## src/rtl/uxa_pkg.sv

```systemverilog
package uxa_pkg;

    localparam int unsigned DATA_W = 64;
    localparam int unsigned BYTE_W = 8;
    localparam int unsigned LANES  = DATA_W / BYTE_W;
    localparam int unsigned OFS_W  = $clog2(LANES);
    localparam int unsigned STAT_W = 8;

    typedef enum logic [1:0] {
        OP_IDLE = 2'b00,
        OP_ADDR = 2'b01,
        OP_EXTR = 2'b10,
        OP_RSVD = 2'b11
    } op_e;

    typedef struct packed {
        logic              vld;
        logic [DATA_W-1:0] data;
    } rslt_t;

    // Round a word down to the enclosing lane-group boundary.
    function automatic logic [DATA_W-1:0] align_down(input logic [DATA_W-1:0] x);
        return {x[DATA_W-1:OFS_W], {OFS_W{1'b0}}};
    endfunction

endpackage

```

## src/rtl/uxa_addr_gen.sv

```systemverilog
module uxa_addr_gen
    import uxa_pkg::*;
#(
    parameter int unsigned DW = DATA_W,
    parameter int unsigned OW = OFS_W
) (
    input  logic [DW-1:0] base,
    input  logic [DW-1:0] disp,
    output logic [DW-1:0] aligned,
    output logic [OW-1:0] ofs
);

    logic [DW-1:0] sum;

    always_comb begin
        sum     = base + disp;
        aligned = align_down(sum);
        ofs     = sum[OW-1:0];
    end

endmodule

```

## src/rtl/uxa_byte_funnel.sv

```systemverilog
module uxa_byte_funnel
    import uxa_pkg::*;
#(
    parameter int unsigned DW = DATA_W,
    parameter int unsigned BW = BYTE_W,
    parameter int unsigned OW = OFS_W
) (
    input  logic [DW-1:0] hi,
    input  logic [DW-1:0] lo,
    input  logic [OW-1:0] ofs,
    output logic [DW-1:0] out
);

    localparam int unsigned NL = DW / BW;

    // Big-endian byte view of the 2*NL-byte string {hi, lo}.
    logic [BW-1:0] cat_byte [2*NL];

    for (genvar i = 0; i < 2*NL; i++) begin : g_split
        if (i < NL) begin : g_hi
            assign cat_byte[i] = hi[DW-1-i*BW -: BW];
        end else begin : g_lo
            assign cat_byte[i] = lo[DW-1-(i-NL)*BW -: BW];
        end
    end

    // Each output lane selects one byte of the string.
    for (genvar j = 0; j < NL; j++) begin : g_lane
        logic [BW-1:0] pick;
        always_comb begin
            pick = '0;
            for (int k = 0; k < NL; k++) begin
                if (ofs == OW'(k)) pick = cat_byte[j+k];
            end
        end
        assign out[DW-1-j*BW -: BW] = pick;
    end

    // a zero offset passes the high word through untouched
    always_comb begin
        if (ofs == '0) begin
            a_r4_zero_ofs_passthru: assert (out == hi);
        end
    end

endmodule

```

## src/rtl/uxa_status_reg.sv

```systemverilog
module uxa_status_reg
    import uxa_pkg::*;
#(
    parameter int unsigned SW = STAT_W,
    parameter int unsigned OW = OFS_W
) (
    input  logic          clk,
    input  logic          rst,
    input  logic          dir_we,
    input  logic [SW-1:0] dir_wdata,
    input  logic          addr_we,
    input  logic [OW-1:0] addr_ofs,
    output logic [SW-1:0] stat
);

    always_ff @(posedge clk) begin
        if (rst) begin
            stat <= '0;
        end else if (addr_we) begin
            stat[OW-1:0] <= addr_ofs;
        end else if (dir_we) begin
            stat <= dir_wdata;
        end
    end

    // address update lands in the field, upper bits survive (also R8 priority)
    a_r2_upper_kept: assert property (@(posedge clk) disable iff (rst)
        addr_we |=> (stat[OW-1:0] == $past(addr_ofs)) &&
                    (stat[SW-1:OW] == $past(stat[SW-1:OW])));

    // a lone direct write loads every bit
    a_r8_direct_load: assert property (@(posedge clk) disable iff (rst)
        (dir_we && !addr_we) |=> (stat == $past(dir_wdata)));

    // with no writer the register holds
    a_r9_hold: assert property (@(posedge clk) disable iff (rst)
        (!dir_we && !addr_we) |=> $stable(stat));

endmodule

```

## src/rtl/unaligned_extract_unit.sv

```systemverilog
module unaligned_extract_unit
    import uxa_pkg::*;
#(
    parameter int unsigned DW = DATA_W,
    parameter int unsigned BW = BYTE_W,
    parameter int unsigned SW = STAT_W
) (
    input  logic          clk,
    input  logic          rst,
    input  logic          in_valid,
    input  logic [1:0]    in_op,
    input  logic [DW-1:0] opnd_a,
    input  logic [DW-1:0] opnd_b,
    input  logic          stat_we,
    input  logic [SW-1:0] stat_wdata,
    output logic [DW-1:0] result,
    output logic          out_valid,
    output logic [SW-1:0] stat_rd
);

    localparam int unsigned NL = DW / BW;
    localparam int unsigned OW = $clog2(NL);

    op_e           op;
    logic [DW-1:0] addr_res;
    logic [OW-1:0] addr_ofs;
    logic [DW-1:0] extr_res;
    logic [SW-1:0] stat_q;
    logic          addr_we;
    rslt_t         nxt;
    rslt_t         cur;

    assign op      = op_e'(in_op);
    assign addr_we = in_valid && (op == OP_ADDR);

    uxa_addr_gen #(.DW(DW), .OW(OW)) u_addr (
        .base    (opnd_a),
        .disp    (opnd_b),
        .aligned (addr_res),
        .ofs     (addr_ofs)
    );

    uxa_byte_funnel #(.DW(DW), .BW(BW), .OW(OW)) u_funnel (
        .hi  (opnd_a),
        .lo  (opnd_b),
        .ofs (stat_q[OW-1:0]),
        .out (extr_res)
    );

    uxa_status_reg #(.SW(SW), .OW(OW)) u_stat (
        .clk       (clk),
        .rst       (rst),
        .dir_we    (stat_we),
        .dir_wdata (stat_wdata),
        .addr_we   (addr_we),
        .addr_ofs  (addr_ofs),
        .stat      (stat_q)
    );

    always_comb begin
        nxt.vld = in_valid;
        unique case (op)
            OP_ADDR: nxt.data = addr_res;
            OP_EXTR: nxt.data = extr_res;
            default: nxt.data = '0;
        endcase
    end

    always_ff @(posedge clk) begin
        if (rst) begin
            cur <= '0;
        end else begin
            cur.vld <= nxt.vld;
            if (in_valid) cur.data <= nxt.data;
        end
    end

    assign result    = cur.data;
    assign out_valid = cur.vld;
    assign stat_rd   = stat_q;

    // valid follows issue by one edge
    a_r5_valid_follows: assert property (@(posedge clk) disable iff (rst)
        in_valid |=> out_valid);

    // idle cycle drops valid and holds the result
    a_r5_idle_hold: assert property (@(posedge clk) disable iff (rst)
        !in_valid |=> (!out_valid && $stable(result)));

    // address results are always aligned
    a_r1_aligned: assert property (@(posedge clk) disable iff (rst)
        (in_valid && in_op == 2'b01) |=> (result[OW-1:0] == '0));

    // null op codes return zero
    a_r10_null_zero: assert property (@(posedge clk) disable iff (rst)
        (in_valid && (in_op == 2'b00 || in_op == 2'b11)) |=> (result == '0));

    // an extract never disturbs the status register without a direct write
    a_r9_extract_no_stat: assert property (@(posedge clk) disable iff (rst)
        (in_valid && in_op == 2'b10 && !stat_we) |=> $stable(stat_rd));

endmodule

```

## config.mk

```make
export PLATFORM = sky130hd
export DESIGN_NAME = unaligned_extract_unit
export DESIGN_NICKNAME = d
export VERILOG_FILES = /design/src/rtl/uxa_pkg.sv /design/src/rtl/uxa_addr_gen.sv /design/src/rtl/uxa_byte_funnel.sv /design/src/rtl/uxa_status_reg.sv /design/src/rtl/unaligned_extract_unit.sv
export SDC_FILE = /design/constraint.sdc
export NUM_CORES = 1
export LEC_CHECK = 0
export ABC_AREA = 1
export BUFFER_PORTS_ARGS = -buffer_cell sky130_fd_sc_hd__buf_2
export CELL_PAD_IN_SITES_DETAIL_PLACEMENT = 0
export CELL_PAD_IN_SITES_GLOBAL_PLACEMENT = 1
export CORE_MARGIN = 3
export CORE_UTILIZATION = 38
export CTS_CLUSTER_DIAMETER = 120
export CTS_CLUSTER_SIZE = 8
export DETAILED_ROUTE_END_ITERATION = 16
export PLACE_DENSITY_LB_ADDON = 0.1
export SLEW_MARGIN = 20
export SYNTH_ARGS = -nofsm -noshare
export SYNTH_HDL_FRONTEND = slang
export SYNTH_SLANG_ARGS = --single-unit
```

## constraint.sdc

```tcl
create_clock -name clk -period 2.41 [get_ports clk]
set_clock_uncertainty 0.15 [all_clocks]
set_input_delay 0.1205 -clock clk [delete_from_list [all_inputs] [get_ports clk]]
set_output_delay 0.1205 -clock clk [all_outputs]
set_load 0.02 [all_outputs]
```

==> results of run 1 <==
kinds of logic after synthesis:
family          synth area share
buf+inv                    0.165
flops                      0.117
simple gates               0.415
xor+xnor                0.000703
compound gates             0.235
fa+ha+maj                 0.0669
power by group through the flow:
stage	sequential, mW	combinational, mW	clock (mW)
finish	1.30	3.72	1.52
global route	1.31	3.98	1.57
CTS	1.30	3.60	1.52
detailed placement	1.33	3.57	0
global placement	1.33	3.56	0
floorplan	1.38	1.75	0
flip-flops by register name, summed over array words and instances (netlist names):
name,cells
u_stat.stat,8
out_valid,1
result,64
cell usage after synthesis (2+ instances only):
| cell type | number |
|---|---|
| a211oi_1 | 6 |
| a21boi_0 | 21 |
| a21oi_1 | 279 |
| a31oi_1 | 2 |
| and2_1 | 2 |
| buf_2 | 37 |
| buf_4 | 6 |
| buf_6 | 4 |
| clkbuf_1 | 49 |
| dfxtp_1 | 73 |
| ha_1 | 65 |
| inv_1 | 415 |
| inv_2 | 10 |
| nand2_1 | 950 |
| nand3_1 | 105 |
| nand3_2 | 3 |
| nand3b_1 | 4 |
| nand4_1 | 13 |
| nor2_1 | 196 |
| nor3_1 | 20 |
| nor3_2 | 2 |
| nor3_4 | 2 |
| o2111ai_1 | 57 |
| o211ai_1 | 12 |
| o21a_1 | 2 |
| o21ai_0 | 56 |
| o21ai_1 | 15 |
| o221ai_1 | 29 |
| o22ai_1 | 9 |
| o31ai_1 | 2 |
| or2_2 | 4 |
path summary, 6_finish.rpt:
path | from | end | slack [ps] | depth (start not counted)
max | u_stat.stat[0]$_SDFFE_PP0P_ | result[14]$_SDFFE_PP0P_ | 80 | 13
min | opnd_b[10] | result[2]$_SDFFE_PP0P_ | 70 | 4
max reg2reg | u_stat.stat[0]$_SDFFE_PP0P_ | result[14]$_SDFFE_PP0P_ | 80 | 13
min reg2reg | result[45]$_SDFFE_PP0P_ | result[45]$_SDFFE_PP0P_ | 310 | 2
timing repair:
item	in CTS	in global routing
gates cloned	0	0
resized for setup	3	11
setup endpoints to repair	2	11
hold buffers	9	0
pin swaps	0	0
endpoints found under the hold margin	12	0
metal layers:
layer,routed length [µm],GRT usage,vias to the layer above
met5,37,0,-
met4,5420,0.253,6
met3,8320,0.0965,248
met2,31700,0.632,1196
met1,28800,0.504,8267
li1,-,-,8767
tightest hold or removal path, stage by stage:
cell and delay, ps:
buf_2 100, buf_4 90, o2111ai_1 110, a21oi_1 120
cell type report:
cell class,instances,area (µm²)
Clock buffer,9,225
Fill cell,3618,15200
Tap cell,435,544
Antenna cell,2,5.00
Clock inverter,7,78.8
Sequential cell,73,1470
Inverter,425,1600
Timing Repair Buffer,543,3820
Multi-Input combinational cell,1864,8990
==> results_dict.tcl, run 1 <==
set metrics [dict create \
    status "finished clean" \
    synth_edf_count 0 \
    hold_viol_final 0 \
    cp_slowest_stage_delay_ps 420 \
    clkPwrFrac 0.232 \
    cpLargestDelayFamily "compound AO/OA/AOI/OAI gates" \
    utilization 0.523 \
    rsz0062_at_grt "true" \
    yosysSeqAreaShare 0.117 \
    placed_area_um2 16300 \
    die_area_um2 35000 \
    synth_top_flop_cell "dfxtp_1" \
    cts.sinks 73 \
    switchingPower_mw 3.11 \
    worst_pin_slew_ps 856 \
    viasPerCell 5.50 \
    finalSetupTns_ps 0 \
    share_comb_of_total_power 0.569 \
    yosys-top-cells-area "nand2_1, inv_1, dfxtp_1, a21oi_1, ha_1" \
    max_cap_violations 0 \
    first_global_vias 17200 \
    cp.required_ps 2510 \
    worstPathArrival_ps 2430 \
    maxSlewHeadroom 0.429 \
    ant_nets 0 \
    pre_cts_ws_ps -279 \
    crit_chain "inv_2 -> buf_4 -> nand3_2 -> inv_2 -> buf_4 -> nand2_1 -> o221ai_1 -> a21oi_1 -> o2111ai_1 -> nand2_1 -> nand2_1 -> nand2_1 -> a21oi_1" \
    die_h_um 187 \
    rows 65 \
    internal_power_mw 3.43 \
    path_buf_inv 4 \
    gr-usage-all-layers 0.406 \
    totalWireLength_mm 74.2 \
    yosysTopAreaCellShare 0.286 \
    worst_path_most_repeated_cell "nand2_1" \
    dr_total_vias 18500 \
    period_share 0.968 \
    setup_viol 0 \
    yosysTopAreaCell "nand2_1" \
    initialDrtViolationCount 2222 \
    fin_nets 3124 \
    drive_above_1_share 0.200 \
    grt_pass1_wl_mm 107 \
    synthArstFlopShare 0 \
    final_area_um2 16700 \
    ioPinCount 215 \
    syn_area_um2 12500 \
    cts_made_buffers 9 \
    power.density_nw_per_um2 391 \
    clockRootBuffer "clkbuf_16" \
    crit_type "flop to flop" \
    mostFrequentLayoutCell "nand2_1" \
    cp_slowest_cell "dfxtp_2" \
    synth_area_per_cell_um2 5.07 \
    power_mw 6.54 \
    clk_latency_ps 360 \
    ys_warn_count 0 \
    min_path_type "primary input to flop" \
    wl_per_cell_um 22.1 \
    htree_levels 3 \
    io_buffers 214 \
    clk_pin_slew_ps 70 \
    postCtsSetupBuffers 0 \
    dp_cells 3331 \
    peakVddDrop_uv 347 \
    start_util 0.390 \
    finalWorstSetupSlack_ps 76.7 \
    grt_max_degree 66 \
    hold_ws_ps 70.8 \
    timing.fmax_ghz 0.429 \
    clockBufferDepth 2 \
    die_w_um 187 \
    mostFrequentLayoutCells "nand2_1, inv_1, buf_4" \
    startpoint_type "flop" \
    postSynthCellCount 2458 \
    synth.distinct_cells 39 \
    grt.overflow.total 0 \
    pwr-share-seq 0.199 \
    drc 0 \
    dpl.hpwl_mm 61.7 \
    antenna_found_initial 5 \
    synth_nets 2666 \
    p_sw_frac 0.476 \
    final_cells 3358 \
    design.core.area_um2 32000 \
    power_leakage_nw 9.52 \
    syn_to_final_growth_pct 34.2 \
    maxSlewViolCount 0 \
    first_pass_iters 7 \
    worstSetupEndpointType "flop" \
    worst-path-max-fanout 7 \
    period_needed_ps 2330 \
    cts_tree "built" \
    gp_congestion 1.10 \
    ys_ff_latch 73 \
]
Note: power is estimated with default switching activity, not from simulation.
==> run 2: changes to the inputs <==
Settings changed: ABC_AREA 1 to default, CORE_UTILIZATION 38 to 40.
==> results_dict.tcl, run 2 <==
set metrics [dict create \
    p_sw_frac 0.408 \
    violations "setup timing" \
    cts_made_buffers 9 \
    use_met3 0.0553 \
    top_usage_layer "met2" \
    start_util 0.411 \
    power.density_nw_per_um2 443 \
    mostFrequentLayoutCell "buf_4" \
    ant_nets 0 \
    dpl.hpwl_mm 43.4 \
    final_cells 2272 \
    clockRootBuffer "clkbuf_16" \
    design.core.area_um2 23700 \
    die_area_um2 26300 \
    min_path_type "primary input to flop" \
    cts.sinks 73 \
    switchingPower_mw 2.76 \
    antenna_cells 0 \
    gr-usage-all-layers 0.389 \
    pwr-share-seq 0.192 \
    worst_pin_slew_ps 868 \
    antenna_found_initial 1 \
    setup_viol 39 \
    grt_pass1_wl_mm 77.5 \
    postSynthCellCount 1395 \
    grt.overflow.total 0 \
    crit_type "primary input to flop" \
    synthArstFlopShare 0 \
    clk_latency_ps 350 \
    internal_power_mw 4.00 \
    timing.fmax_ghz 0.354 \
    yosysTopAreaCell "dfxtp_1" \
    largest_register_ffs 64 \
    synth_edf_count 0 \
    hold_ws_ps 20.4 \
    synth_area_per_cell_um2 6.98 \
    startpoint_type "primary input" \
    syn_area_um2 9740 \
    die_w_um 162 \
    share_comb_of_total_power 0.567 \
    clkPwrFrac 0.241 \
    worstPathArrival_ps 2930 \
    max_cap_violations 0 \
    maxSlewViolCount 0 \
    clockBufferDepth 2 \
    yosysSeqAreaShare 0.150 \
    viasPerCell 6.06 \
    first_global_vias 12700 \
    dp_cells 2229 \
    rsz0062_at_grt "true" \
    first_pass_iters 7 \
    synth_common_cells "a21oi_1, nor2_1, nand2_1" \
    power_leakage_nw 6.95 \
    cts_tree "built" \
    fin_nets 2156 \
    totalWireLength_mm 53.4 \
    hold_viol_final 0 \
    htree_levels 3 \
    grt_max_degree 81 \
    peakVddDrop_uv 259 \
    mostFrequentLayoutCells "buf_4, buf_2, a21oi_1" \
    grt.met1_usage 0.537 \
    maxSlewHeadroom 0.418 \
    io_buffers 214 \
    synth_nets 1603 \
    period_needed_ps 2830 \
    drc 0 \
    r2r.worst_path.cells 8 \
    worst-path-max-fanout 5 \
    wl_per_cell_um 23.5 \
    dr_total_vias 13800 \
    grtUsageMet2 0.619 \
    die_h_um 162 \
    holdPathStages 4 \
    initialDrtViolationCount 1560 \
    yosys-top-cells-area "dfxtp_1, a21oi_1, ha_1, o21ai_0, nor2_1" \
    finalWorstSetupSlack_ps -419 \
    gp_congestion 1.03 \
    utilization 0.645 \
    period_share 1.17 \
    cp.required_ps 2510 \
    clk_pin_slew_ps 70 \
    ys_ff_latch 73 \
    yosysTopAreaCellShare 0.150 \
    ioPinCount 215 \
    worstSetupEndpointType "flop" \
    synth.distinct_cells 71 \
    status "complete, but fails checks" \
    drive_above_1_share 0.406 \
    rows 56 \
    synth_top_flop_cell "dfxtp_1" \
    syn_to_final_growth_pct 56.9 \
    synth_most_common_cell "a21oi_1" \
    ys_warn_count 0 \
]
[run 2: changes by cell type after synthesis, moves of 53 or more]
cell,previous run,this run
nand3_1,105,16
o2111ai_1,57,4
nand2_1,950,142
o21ai_0,56,119
inv_1,415,23
a21oi_1,279,202
[run 2: power groups by stage]
| stage | Clock, mW | Combinational [mW] | Sequential (mW) |
|---|---|---|---|
| detailed placement | 0 | 3.48 | 1.33 |
| CTS | 1.63 | 3.61 | 1.30 |
| global route | 1.68 | 4.07 | 1.30 |
| finish | 1.63 | 3.84 | 1.30 |
| floorplan | 0 | 1.75 | 1.38 |
| global placement | 0 | 3.46 | 1.33 |
[run 2: path summary, 6_finish.rpt]
| path | start | end | slack [ps] |
|---|---|---|---|
| hold / removal | opnd_a[63] | result[63]$_SDFFE_PP0P_ | 20 |
| setup / recovery | opnd_a[0] | result[58]$_SDFFE_PP0P_ | -420 |
| hold reg to reg | result[36]$_SDFFE_PP0P_ | result[36]$_SDFFE_PP0P_ | 300 |
| setup reg to reg | u_stat.stat[2]$_SDFFE_PP0P_ | result[41]$_SDFFE_PP0P_ | -30 |
[run 2: metrics by stage]
| step | total power [mW] | cell area, µm² | TNS (ps) | setup WS (ps) |
|---|---|---|---|---|
| after floorplan | 3.14 | 10000 | -2030 | -309 |
| after global placement | 4.78 | 14200 | -26460 | -811 |
| after detailed placement | 4.80 | 14200 | -28920 | -851 |
| after CTS | 6.54 | 14900 | -4640 | -392 |
| after global routing | 7.05 | 15300 | -10740 | -529 |
| final | 6.77 | 15300 | -6480 | -419 |
[run 2: metal layers]
layer / wire, µm / vias up / share of wire
met4: 2220 / 2 / 0.042
met1: 22300 / 6534 / 0.42
met2: 23900 / 793 / 0.45
met3: 4960 / 133 / 0.093
li1: - / 6317 / -
met5: 10 / - / 0.00019
[run 2: critical path: stages]
cell	delay (ps)
buf_8	100
ha_4	150
fa_2	360
a21o_1	180
nand4_1	170
a2111o_1	190
nand3_2	110
a221o_1	390
a21oi_2	210
o21ai_2	110
a211oi_4	250
buf_12	160
o31a_1	170
xor2_1	160
o21ai_1	80
[run 2: cell type report]
| cell class | instances | area [µm²] |
|---|---|---|
| tap | 319 | 399 |
| inverter | 24 | 90.1 |
| clock buffer | 11 | 253 |
| clock inverter | 5 | 85.1 |
| multi-input combinational | 1196 | 8480 |
| timing repair buffer | 644 | 4500 |
| sequential | 73 | 1470 |
| fill | 2223 | 8400 |
[run 2: timing repair]
action,CTS,global route
pin swaps,27,32
setup endpoints to repair,45,51
gates cloned,0,1
buffers inserted,7,15
resized for setup,59,62
hold buffers,8,0
hold endpoints to repair,8,0
[run 2: logic make-up after synthesis]
logic type      share of synthesized area
xor+xnor                           0.0522
mux                                0.0955
buf+inv                            0.0497
simple gates                        0.198
fa+ha+maj                          0.0856
flops                               0.150
compound gates                      0.369
